<file path="src/rtl/glyph_pkg.sv">
package glyph_pkg;
  typedef enum logic {
    SEL_ADDR = 1'b0,
    SEL_ROW  = 1'b1
  } wr_sel_e;
endpackage

</file>
<file path="src/rtl/glyph_rst_sync.sv">
module glyph_rst_sync #(
  parameter int STAGES = 2
) (
  input  logic clk,
  input  logic rst_n,
  output logic rst_int_n
);
  logic [STAGES-1:0] sync_q;
  logic [STAGES-1:0] sync_d;

  always_comb begin
    sync_d = {sync_q[STAGES-2:0], 1'b1};
  end

  always_ff @(posedge clk or negedge rst_n) begin
    if (!rst_n) sync_q <= '0;
    else        sync_q <= sync_d;
  end

  assign rst_int_n = sync_q[STAGES-1];
endmodule

</file>
<file path="src/rtl/glyph_addr_reg.sv">
module glyph_addr_reg
  import glyph_pkg::*;
#(
  parameter int DATA_W = 8,
  parameter int IDX_W  = 4
) (
  input  logic              clk,
  input  logic              rst_int_n,
  input  logic              wr_en,
  input  logic              wr_sel,
  input  logic [DATA_W-1:0] wr_data,
  output logic [IDX_W-1:0]  glyph_idx
);
  logic             load_en;
  logic [IDX_W-1:0] idx_d;
  logic [IDX_W-1:0] idx_q;

  always_comb begin
    load_en = wr_en && (wr_sel == SEL_ADDR);
    idx_d   = idx_q;
    if (load_en) idx_d = wr_data[IDX_W-1:0];
  end

  always_ff @(posedge clk or negedge rst_int_n) begin
    if (!rst_int_n) idx_q <= '0;
    else            idx_q <= idx_d;
  end

  assign glyph_idx = idx_q;
endmodule

</file>
<file path="src/rtl/glyph_row_mem.sv">
module glyph_row_mem
  import glyph_pkg::*;
#(
  parameter int GLYPHS = 16,
  parameter int ROWS   = 7,
  parameter int COLS   = 5,
  parameter int DATA_W = 8,
  parameter int IDX_W  = 4,
  parameter int ROW_W  = 3
) (
  input  logic              clk,
  input  logic              rst_int_n,
  input  logic              wr_en,
  input  logic              wr_sel,
  input  logic [ROW_W-1:0]  wr_row,
  input  logic [DATA_W-1:0] wr_data,
  input  logic [IDX_W-1:0]  wr_glyph,
  input  logic [IDX_W-1:0]  rd_glyph,
  input  logic [ROW_W-1:0]  rd_row,
  output logic [COLS-1:0]   rd_dots
);
  localparam int CELLS  = GLYPHS * ROWS;
  localparam int CELL_W = $clog2(CELLS);

  logic                   row_wr_en;
  logic [COLS-1:0]        wr_dots;
  logic [CELLS*COLS-1:0]  cells_flat;

  always_comb begin
    row_wr_en = wr_en && (wr_sel == SEL_ROW);
    wr_dots   = wr_data[COLS-1:0];
  end

  for (genvar g = 0; g < GLYPHS; g++) begin : g_glyph
    for (genvar r = 0; r < ROWS; r++) begin : g_row
      logic            hit;
      logic [COLS-1:0] row_d;
      logic [COLS-1:0] row_q;

      always_comb begin
        hit   = row_wr_en && (wr_glyph == IDX_W'(g)) && (wr_row == ROW_W'(r));
        row_d = row_q;
        if (hit) row_d = wr_dots;
      end

      always_ff @(posedge clk or negedge rst_int_n) begin
        if (!rst_int_n) row_q <= '0;
        else            row_q <= row_d;
      end

      assign cells_flat[(g*ROWS+r)*COLS +: COLS] = row_q;
    end
  end

  logic [CELL_W-1:0] cell_sel;
  logic              rd_valid;

  always_comb begin
    rd_valid = (32'(rd_glyph) < GLYPHS) && (32'(rd_row) < ROWS);
    cell_sel = CELL_W'(rd_glyph) * CELL_W'(ROWS) + CELL_W'(rd_row);
    rd_dots  = '0;
    if (rd_valid) rd_dots = cells_flat[32'(cell_sel)*COLS +: COLS];
  end
endmodule

</file>
<file path="src/rtl/glyph_store.sv">
module glyph_store #(
  parameter int GLYPHS = 16,
  parameter int ROWS   = 7,
  parameter int COLS   = 5,
  parameter int DATA_W = 8,
  parameter int IDX_W  = $clog2(GLYPHS),
  parameter int ROW_W  = $clog2(ROWS + 1)
) (
  input  logic              clk,
  input  logic              rst_n,
  input  logic              wr_en,
  input  logic              wr_sel,
  input  logic [ROW_W-1:0]  wr_row,
  input  logic [DATA_W-1:0] wr_data,
  input  logic [IDX_W-1:0]  rd_glyph,
  input  logic [ROW_W-1:0]  rd_row,
  output logic [COLS-1:0]   rd_dots
);
  logic             rst_int_n;
  logic [IDX_W-1:0] glyph_idx;

  glyph_rst_sync #(.STAGES(2)) u_rst_sync (
    .clk       (clk),
    .rst_n     (rst_n),
    .rst_int_n (rst_int_n)
  );

  glyph_addr_reg #(.DATA_W(DATA_W), .IDX_W(IDX_W)) u_addr_reg (
    .clk       (clk),
    .rst_int_n (rst_int_n),
    .wr_en     (wr_en),
    .wr_sel    (wr_sel),
    .wr_data   (wr_data),
    .glyph_idx (glyph_idx)
  );

  glyph_row_mem #(
    .GLYPHS (GLYPHS),
    .ROWS   (ROWS),
    .COLS   (COLS),
    .DATA_W (DATA_W),
    .IDX_W  (IDX_W),
    .ROW_W  (ROW_W)
  ) u_row_mem (
    .clk       (clk),
    .rst_int_n (rst_int_n),
    .wr_en     (wr_en),
    .wr_sel    (wr_sel),
    .wr_row    (wr_row),
    .wr_data   (wr_data),
    .wr_glyph  (glyph_idx),
    .rd_glyph  (rd_glyph),
    .rd_row    (rd_row),
    .rd_dots   (rd_dots)
  );
endmodule

</file>
<file path="config.mk">
export PLATFORM = sky130hd
export DESIGN_NAME = glyph_store
export DESIGN_NICKNAME = d
export VERILOG_FILES = /design/src/rtl/glyph_pkg.sv /design/src/rtl/glyph_rst_sync.sv /design/src/rtl/glyph_addr_reg.sv /design/src/rtl/glyph_row_mem.sv /design/src/rtl/glyph_store.sv
export SDC_FILE = /design/constraint.sdc
export NUM_CORES = 1
export LEC_CHECK = 0
export BUFFER_PORTS_ARGS = -buffer_cell sky130_fd_sc_hd__buf_2
export CELL_PAD_IN_SITES_DETAIL_PLACEMENT = 0
export CELL_PAD_IN_SITES_GLOBAL_PLACEMENT = 1
export CORE_MARGIN = 4
export CORE_UTILIZATION = 25
export DETAILED_ROUTE_END_ITERATION = 10
export HOLD_SLACK_MARGIN = 0.1
export PLACE_DENSITY_LB_ADDON = 0.1
export SYNTH_ARGS = -nofsm -noshare
export SYNTH_HDL_FRONTEND = slang
export SYNTH_SLANG_ARGS = --single-unit
</file>
<file path="constraint.sdc">
create_clock -name clk -period 45.2 [get_ports clk]
set_clock_uncertainty 0.2 [all_clocks]
set_input_delay 11.3 -clock clk [delete_from_list [all_inputs] [get_ports clk]]
set_output_delay 11.3 -clock clk [all_outputs]
set_load 0.01 [all_outputs]
</file>
==> flow_summary.json, run 1 <==
{
  "die-width_um": 334,
  "finalSetupViolCount": 0,
  "drive_gt1_share_pct": 48.2,
  "drt-met1-wl_mm": 37.3,
  "route.met2.wl_mm": 38.9,
  "postSynthAreaPerCell_sq_um": 14.8,
  "slowest_stage": "fa_4",
  "htree_levels": 3,
  "dr.pass1.iters": 6,
  "timing.critical_path.buf_inv": 5,
  "drc": 0,
  "clk_pin_slew_ns": 0.06,
  "routed.top_layer": "met4",
  "grtUsageTotal_pct": 14.7,
  "crit_fanout": 41,
  "avgRoutedWirePerCell_um": 24.9,
  "ys_warn_count": 0,
  "vias": 15400,
  "cts_resized": 0,
  "rr_worst_depth": 3,
  "cts-root-buf": "clkbuf_16",
  "start_util_pct": 25.2,
  "post_cts_buffers": 0,
  "reg2reg_to": "u_row_mem.g_glyph[12].g_row[6].row_q[0]",
  "rows": 119,
  "grt_pass1_wl_mm": 121,
  "drt-initial-drc-count": 669,
  "place_area_sq_um": 28200,
  "ctsHoldBuffers": 0,
  "first_global_vias": 16900,
  "worst_pin_slew_ns": 1.04,
  "seq_area_frac_synth_pct": 53.4,
  "vias_per_cell": 4.74,
  "syn_inst": 1786,
  "cts_buffers": 73,
  "crit_arrival_ns": 16.69,
  "cts_sinks": 566,
  "synth_cell_types": 53,
  "crit_path_start": "rd_glyph[0]",
  "dr_wl_met3_mm": 2.79,
  "power_w": 0.00140,
  "power_density_nw_per_um2": 45.9,
  "synth-edff-count": 0,
  "fin_ws_ns": 17.01,
  "cap_violations": 0,
  "hold_start": "u_rst_sync.sync_q[0]",
  "antenna_found_initial": 3,
  "final_cell_area_sq_um": 30600,
  "ys_ff_latch": 566,
  "io_buffers": 23,
  "cp_top_family": "adder cells",
  "async_reset_ff_share_pct": 100,
  "timing.final.hold_violations": 0,
  "hold_end": "u_rst_sync.sync_q[1]",
  "grt_max_degree": 78,
  "whs_ns": 0.153,
  "cts_tree": "built",
  "fin_crit_sh_pct": 62.4,
  "worstPathCellList": "buf_2 -> fa_1 -> fa_1 -> inv_1 -> fa_4 -> buf_4 -> buf_4 -> mux4_2 -> mux2i_1 -> o32ai_1 -> nor4_1 -> nor4_1 -> buf_2",
  "syn_nets": 1825,
  "fillers": 10500,
  "clk_latency_ns": 0.61,
  "dp_hpwl_mm": 50.5,
  "critPathMaxStageDelay_ns": 0.74,
  "die_area_sq_um": 111000,
  "status": "finished, final reports clean",
  "nNetsFinal": 1838,
  "max_freq_mhz": 35.5,
  "ant_nets": 0,
  "tns_ns": 0,
  "reg2reg_from": "u_rst_sync.sync_q[1]",
  "routed_wl_mm": 81.0,
  "cp_num_cells": 13,
  "critPathLaunchType": "input pin",
  "cp-end-kind": "output pin",
  "cp.required_ns": 33.70,
  "ir_worst_vdd_uv": 20.2,
  "hold_path_class": "reg2reg",
  "maxSlewHeadroom_pct": 30.0,
  "core_sq_um": 105000,
  "pre_cts_ws_ns": 16.97,
  "globalRouteOverflowTotal": 0,
  "slew_violations": 0,
  "syn_area_sq_um": 26500,
  "gp_congestion": 0.719,
  "p_leak_nw": 14.0,
  "cts.path.max_buffers": 3,
  "whs_path_depth": 0,
  "critPathKind": "in2out",
  "min_period_ns": 28.19,
  "syn_to_final_growth_pct": 15.3,
  "ys.flop_type": "dfrtp_1",
  "io_pins": 27,
  "die_h_um": 334,
  "rsz0062_at_grt": "no",
  "rrSetupSlack_ns": 41.46
}
## per-stage QoR
stage | utilization, % | std cells
floorplan | - | 1786
global placement | 26.7 | 3115
detailed placement | 26.7 | 3115
CTS | 29.0 | 3244
global route | 29.0 | 3245
finish | 29.1 | 3248
## layer usage
metal  GRT usage [%]  vias to the layer above
li1                -                     6648
met1            20.1                     8396
met2            24.1                      239
met3            2.51                      114
met4            3.89                        0
met5               0                        -
## sequential cells by signal (all words and copies together) (netlist names)
register,count
u_row_mem.g_glyph.g_row.row_q,560
u_addr_reg.glyph_idx,4
u_rst_sync.sync_q,2
## power breakdown
part	switching, W	total, W	internal, W	leakage, nW
combinational	0.000154	0.000252	0.0000975	4.99
clock	0.000226	0.000584	0.000357	1.20
sequential	0.0000210	0.000569	0.000548	7.79
## Yosys cell counts (all sizes together), types with 8 or more instances
master / count / area (sq um)
a21oi: 11 / 55.1
a22oi: 9 / 67.6
buf: 41 / 275
clkbuf: 81 / 304
dfrtp: 566 / 14200
ha: 12 / 150
inv: 12 / 45.0
mux2: 563 / 6340
mux2i: 12 / 120
mux4: 145 / 3270
nand2: 95 / 357
nand3: 22 / 110
nor2: 95 / 357
nor2b: 8 / 50.1
nor3: 9 / 45.0
nor4: 13 / 81.3
o21ai: 11 / 55.1
## cells in the final DEF, fill, tap and decap left out, drive strengths merged, types with 3 or more instances in the layout
master and count:
dfrtp 566, mux2 563, mux4 145, clkbuf 115
nand2 95, nor2 95, buf 60, nand3 22
inv 14, nor4 13, mux2i 12, ha 12
a21oi 11, o21ai 11, clkinv 10, a22oi 9
nor3 9, nor2b 8, nand2b 7, nand4 7
and2 7, o22ai 6, or3 5, a221oi 5
fa 5, diode 4, o32ai 4, a2111oi 3
xnor2 3, xor2 3
## worst max path at each step
stage	to	slack, ns
after global placement	rd_dots[0]	16.96
after global routing	rd_dots[0]	16.99
final	rd_dots[0]	17.01
after floorplan	rd_dots[0]	19.28
after detailed placement	rd_dots[0]	16.97
after CTS	rd_dots[0]	16.97
## cell families after synthesis
family                   count (synthesis)  share of synthesized area (%)
flip-flops                             566                           53.4
AND/OR/NAND/NOR                        279                           4.70
adder cells (fa/ha/maj)                 17                          0.944
other                                    1                         0.0141
buffers and inverters                  134                           2.35
multiplexers                           720                           36.7
XOR/XNOR                                 6                          0.227
AO/OA/AOI/OAI                           63                           1.67
## layout make-up
class	count	area, sq um	area share (%)
clock inverter	14	128	0.417
multi-input combinational	1086	11800	38.6
sequential	566	14200	46.3
inverter	12	45.0	0.147
antenna	4	10.0	0.0327
clock buffer	115	2290	7.49
timing repair buffer	60	405	1.33
tap	1391	1740	5.69
Note: power is estimated with default switching activity, not from simulation.
==> run 2: changes to the inputs <==
- ABC_AREA: unset -> 1
- clock period: 45.2 -> 28.4 ns (I/O delays scaled with it)
==> flow_summary.json, run 2 <==
{
  "status": "finished, final reports clean",
  "fin_ws_ns": 9.13,
  "die_h_um": 332,
  "cts_resized": 0,
  "final_common_cell": "nand2_1",
  "drive_gt1_share_pct": 6.30,
  "crit_fanout": 135,
  "min_period_ns": 19.27,
  "core_sq_um": 104000,
  "synth-edff-count": 0,
  "critPathLaunchType": "input pin",
  "nNetsFinal": 3272,
  "power_w": 0.00229,
  "synth.area.top_cells": "dfrtp_1 54%, nand2_1 18%, o21ai_0 11%",
  "fin_crit_sh_pct": 67.8,
  "seq_area_frac_synth_pct": 54.0,
  "synth_top_area_cell": "dfrtp_1",
  "start_util_pct": 25.3,
  "vias": 22100,
  "reg2reg_from": "u_rst_sync.sync_q[1]",
  "cts_sinks": 566,
  "grt_max_degree": 136,
  "ys_ff_latch": 566,
  "yosysTopAreaCellShare_pct": 54.0,
  "cts_buffers": 73,
  "multi_input_area_sq_um": 11100,
  "hold_path_class": "reg2reg",
  "clk_latency_ns": 0.63,
  "crit_path_start": "rd_glyph[0]",
  "avgRoutedWirePerCell_um": 19.7,
  "p_leak_nw": 13.1,
  "layout_common_cells": "1,278 x nand2_1, 565 x dfrtp_1, 552 x o21ai_0, 480 x nand3_1, 79 x clkbuf_16",
  "cp-end-kind": "output pin",
  "timing.final.hold_violations": 0,
  "largest_register": "u_row_mem.g_glyph.g_row.row_q",
  "async_reset_ff_share_pct": 100,
  "cts-root-buf": "clkbuf_16",
  "grt_pass1_wl_mm": 141,
  "io_pins": 27,
  "ys.flop_type": "dfrtp_1",
  "slew_violations": 0,
  "dp_hpwl_mm": 52.4,
  "synth.top_cells.by_count": "1,278 x nand2_1, 566 x dfrtp_1, 552 x o21ai_0",
  "gp_congestion": 0.762,
  "ir_worst_vdd_uv": 42.3,
  "io_buffers": 23,
  "power_density_nw_per_um2": 76.7,
  "syn_to_final_growth_pct": 14.1,
  "rows": 118,
  "ys_warn_count": 0,
  "syn_nets": 3324,
  "grtUsageTotal_pct": 16.6,
  "drc": 0,
  "postSynthAreaPerCell_sq_um": 7.98,
  "vias_per_cell": 4.74,
  "dr.pass1.iters": 5,
  "ctsHoldBuffers": 0,
  "antenna_found_initial": 1,
  "cap_violations": 0,
  "largest_reg_flops": 560,
  "hold_start": "u_rst_sync.sync_q[0]",
  "tns_ns": 0,
  "yosysMostFrequentCell": "nand2_1",
  "finalSetupViolCount": 0,
  "maxSlewHeadroom_pct": 29.5,
  "htree_levels": 3,
  "routed_wl_mm": 92.1,
  "fillers": 11200,
  "pre_cts_ws_ns": 9.11,
  "max_freq_mhz": 51.9,
  "fin_util_pct": 28.8,
  "ant_nets": 0,
  "post_cts_buffers": 0,
  "cts.path.max_buffers": 3,
  "drt-initial-drc-count": 1663,
  "die-width_um": 332,
  "synth_cell_types": 29,
  "syn_inst": 3285,
  "globalRouteOverflowTotal": 0,
  "crit_arrival_ns": 11.97,
  "clk_pin_slew_ns": 0.05,
  "first_global_vias": 21900,
  "critPathKind": "in2out",
  "rsz0062_at_grt": "no",
  "syn_area_sq_um": 26200,
  "cp.required_ns": 21.10,
  "die_area_sq_um": 110000,
  "cts_tree": "built",
  "regArea_sq_um": 14200,
  "worst_pin_slew_ns": 1.06
}
-- run 2: metal layers --
layer / wire length, um / part of all wire, % / track usage [%] / up-vias
li1: - / - / - / 10800
met1: 44200 / 48 / 23.5 / 10800
met2: 41900 / 46 / 26.5 / 441
met3: 4110 / 4.5 / 3.03 / 111
met4: 1880 / 2.0 / 3.86 / 0
met5: 0 / 0 / 0 / -
-- run 2: metrics by stage --
stage / cell area [sq um] / hold WS [ns] / std cells
2_1_floorplan: 26200 / 0.131 / 3285
3_3_place_gp: 27600 / 0.133 / 4538
3_5_place_dp: 27600 / 0.135 / 4538
4_1_cts: 29900 / 0.146 / 4666
5_1_grt: 29900 / 0.159 / 4666
6_report: 29900 / 0.145 / 4667
-- run 2: layout make-up --
cell class | count | area share, %
inverters | 56 | 0.778
multi-input cells | 2477 | 37.0
well taps | 1380 | 5.77
flip-flops and latches | 566 | 47.4
diodes | 1 | 0.00837
clock buffers | 121 | 7.57
repair buffers | 59 | 1.29
clock inverters | 7 | 0.213
-- run 2: worst max-delay path: stages --
cell and delay (ns):
buf_2 0.14, ha_4 0.47, inv_8 0.74, buf_4 0.72, buf_4 0.89, o21ai_0 0.20, o22ai_1 0.24, nor2_1 0.07
nor2_1 0.20, nor2_1 0.10, nor2_1 0.41, nor2_1 0.10, nor2_1 0.26, buf_2 0.20
-- run 2: worst paths after layout --
check,endpoint,slack (ns),cells after the start
setup / recovery,rd_dots[3],9.13,14
hold / removal,u_rst_sync.sync_q[1],0.15,0
setup reg to reg,u_row_mem.g_glyph[13].g_row[3].row_q[4],23.78,4
hold reg to reg,u_rst_sync.sync_q[1],0.15,0
max in group asynchronous,u_rst_sync.sync_q[1],21.83,1
min in group asynchronous,u_row_mem.g_glyph[0].g_row[5].row_q[2],0.26,0
-- run 2: cell families (layout without fill, tap and decap cells) --
| logic type | Yosys count | count (layout) | synth area share (%) |
|---|---|---|---|
| fa+ha+maj | 17 | 17 | 0.955 |
| flops | 566 | 566 | 54.0 |
| simple gates | 1859 | 1859 | 29.4 |
| compound gates | 598 | 598 | 11.5 |
| xor+xnor | 2 | 2 | 0.0955 |
| buf+inv | 242 | 243 | 4.00 |
| other cells | 1 | 2 | 0.0143 |
-- run 2: power breakdown --
part | total, W | switching [W] | leakage [nW] | internal [W]
registers | 0.000899 | 0.0000333 | 7.79 | 0.000866
clock network | 0.000912 | 0.000362 | 1.14 | 0.000549
logic | 0.000484 | 0.000356 | 4.13 | 0.000128
==> run 3: changes to the inputs <==
- clock period: 28.4 -> 18.31 ns (I/O delays scaled with it)
==> flow_summary.json, run 3 (synthesis results as in run 2) <==
{
  "p_leak_nw": 13.0,
  "dr.pass1.iters": 7,
  "tns_ns": 0,
  "reg2reg_to": "u_row_mem.g_glyph[8].g_row[2].row_q[4]",
  "critPathLaunchType": "input pin",
  "drive_gt1_share_pct": 6.32,
  "vias_per_cell": 4.76,
  "diodes": 0,
  "ant_nets": 0,
  "fin_util_pct": 28.8,
  "layout_common_cells": "1,278 x nand2_1, 565 x dfrtp_1, 552 x o21ai_0, 480 x nand3_1, 77 x clkbuf_16",
  "ctsHoldBuffers": 0,
  "core_sq_um": 104000,
  "crit_arrival_ns": 9.44,
  "cts_tree": "built",
  "die_area_sq_um": 110000,
  "first_global_vias": 21600,
  "cp.required_ns": 13.53,
  "final-instance-count-excl-fill": 4655,
  "cts_sinks": 566,
  "min_period_ns": 14.22,
  "drt-initial-drc-count": 1797,
  "nNetsFinal": 3265,
  "cts-root-buf": "clkbuf_16",
  "slew_violations": 0,
  "rr_worst_depth": 3,
  "globalRouteOverflowTotal": 0,
  "critPathKind": "in2out",
  "largest_reg_flops": 560,
  "fin_ws_ns": 4.09,
  "syn_to_final_growth_pct": 14.0,
  "ir_worst_vdd_uv": 53.4,
  "max_freq_mhz": 70.3,
  "power_density_nw_per_um2": 119,
  "avgRoutedWirePerCell_um": 20.1,
  "rsz0062_at_grt": "no",
  "fillers": 11200,
  "hold_path_class": "reg2reg",
  "htree_levels": 3,
  "cts_buffers": 72,
  "die_h_um": 332,
  "clk_latency_ns": 0.61,
  "dp.cells": 4532,
  "maxSlewHeadroom_pct": 30.4,
  "antenna_found_initial": 2,
  "pre_cts_ws_ns": 4.05,
  "status": "finished, final reports clean",
  "cts.path.max_buffers": 3,
  "cts_resized": 0,
  "io_buffers": 23,
  "routed_wl_mm": 93.5,
  "reg2reg_from": "u_rst_sync.sync_q[1]",
  "rrSetupSlack_ns": 14.66,
  "crit_path_start": "rd_glyph[0]",
  "clk_pin_slew_ns": 0.05,
  "worstSetupEndpoint": "rd_dots[0]",
  "die-width_um": 332,
  "fin_crit_sh_pct": 77.7,
  "largest_register": "u_row_mem.g_glyph.g_row.row_q",
  "finalSetupViolCount": 0,
  "rows": 118,
  "grt_max_degree": 162,
  "vias": 22100,
  "grtUsageTotal_pct": 16.7,
  "timing.final.hold_violations": 0,
  "whs_ns": 0.148,
  "crit_fanout": 35,
  "final_common_cell": "nand2_1",
  "post_cts_buffers": 0,
  "gp_congestion": 0.765,
  "drc": 0,
  "start_util_pct": 25.3,
  "cap_violations": 0,
  "grt_pass1_wl_mm": 142,
  "dp_hpwl_mm": 51.7,
  "worst_pin_slew_ns": 1.04,
  "io_pins": 27,
  "cp-end-kind": "output pin"
}
run 3: cell count changes in the layout (fill, tap and decap cells not counted), moves of 2 or more:
cell / previous run / this run
clkbuf_16: 79 / 77
buf_12: 0 / 5
buf_4: 36 / 25
clkbuf_8: 13 / 10
clkbuf_1: 29 / 18
inv_6: 1 / 3
clkinv_2: 5 / 12
run 3: critical path: stages:
cell	delay (ns)
buf_2	0.14
fa_1	0.49
fa_1	0.53
inv_1	0.06
fa_4	0.87
inv_2	0.80
buf_4	0.63
nand3_1	0.21
nand3_1	0.11
nand3_1	0.09
nand2_1	0.12
nand2_1	0.10
nand2_1	0.15
nand2_1	0.06
nor2_1	0.28
buf_2	0.21
run 3: worst min-delay path by stage:
stage / from / slack, ns / endpoint / cells past startpoint
3_3_place_gp: u_rst_sync.sync_q[0] / 0.14 / u_rst_sync.sync_q[1] / 0
4_1_cts: u_rst_sync.sync_q[0] / 0.15 / u_rst_sync.sync_q[1] / 0
3_5_place_dp: u_rst_sync.sync_q[0] / 0.14 / u_rst_sync.sync_q[1] / 0
2_1_floorplan: u_rst_sync.sync_q[0] / 0.13 / u_rst_sync.sync_q[1] / 0
6_report: u_rst_sync.sync_q[0] / 0.15 / u_rst_sync.sync_q[1] / 0
5_1_grt: u_rst_sync.sync_q[0] / 0.17 / u_rst_sync.sync_q[1] / 0
run 3: stage by stage:
step | power (W) | cell area [sq um]
after floorplan | 0.00187 | 26200
after global placement | 0.00219 | 27600
after detailed placement | 0.00219 | 27600
after CTS | 0.00362 | 29900
after global routing | 0.00375 | 29900
final | 0.00355 | 29900
run 3: layout make-up:
| cell class | count | area (sq um) | area share, % |
|---|---|---|---|
| Tap cell | 1380 | 1730 | 5.78 |
| Sequential cell | 566 | 14200 | 47.4 |
| Clock inverter | 18 | 154 | 0.515 |
| Timing Repair Buffer | 53 | 403 | 1.35 |
| Multi-Input combinational cell | 2477 | 11100 | 37.0 |
| Inverter | 56 | 233 | 0.779 |
| Clock buffer | 105 | 2130 | 7.13 |
run 3: metal layers:
| layer | vias up | track usage (%) | part of all wire, % |
|---|---|---|---|
| li1 | 10700 | - | - |
| met1 | 10900 | 24.1 | 49 |
| met2 | 437 | 26.6 | 45 |
| met4 | 0 | 3.81 | 2.0 |
| met5 | - | 0 | 0 |
| met3 | 107 | 2.58 | 4.3 |
run 3: where the power goes:
group | leakage (nW) | internal, W | switching, W
Combinational | 4.12 | 0.000200 | 0.000558
Clock | 1.13 | 0.000833 | 0.000568
Sequential | 7.79 | 0.00134 | 0.0000515
Total | 13.0 | 0.00238 | 0.00118
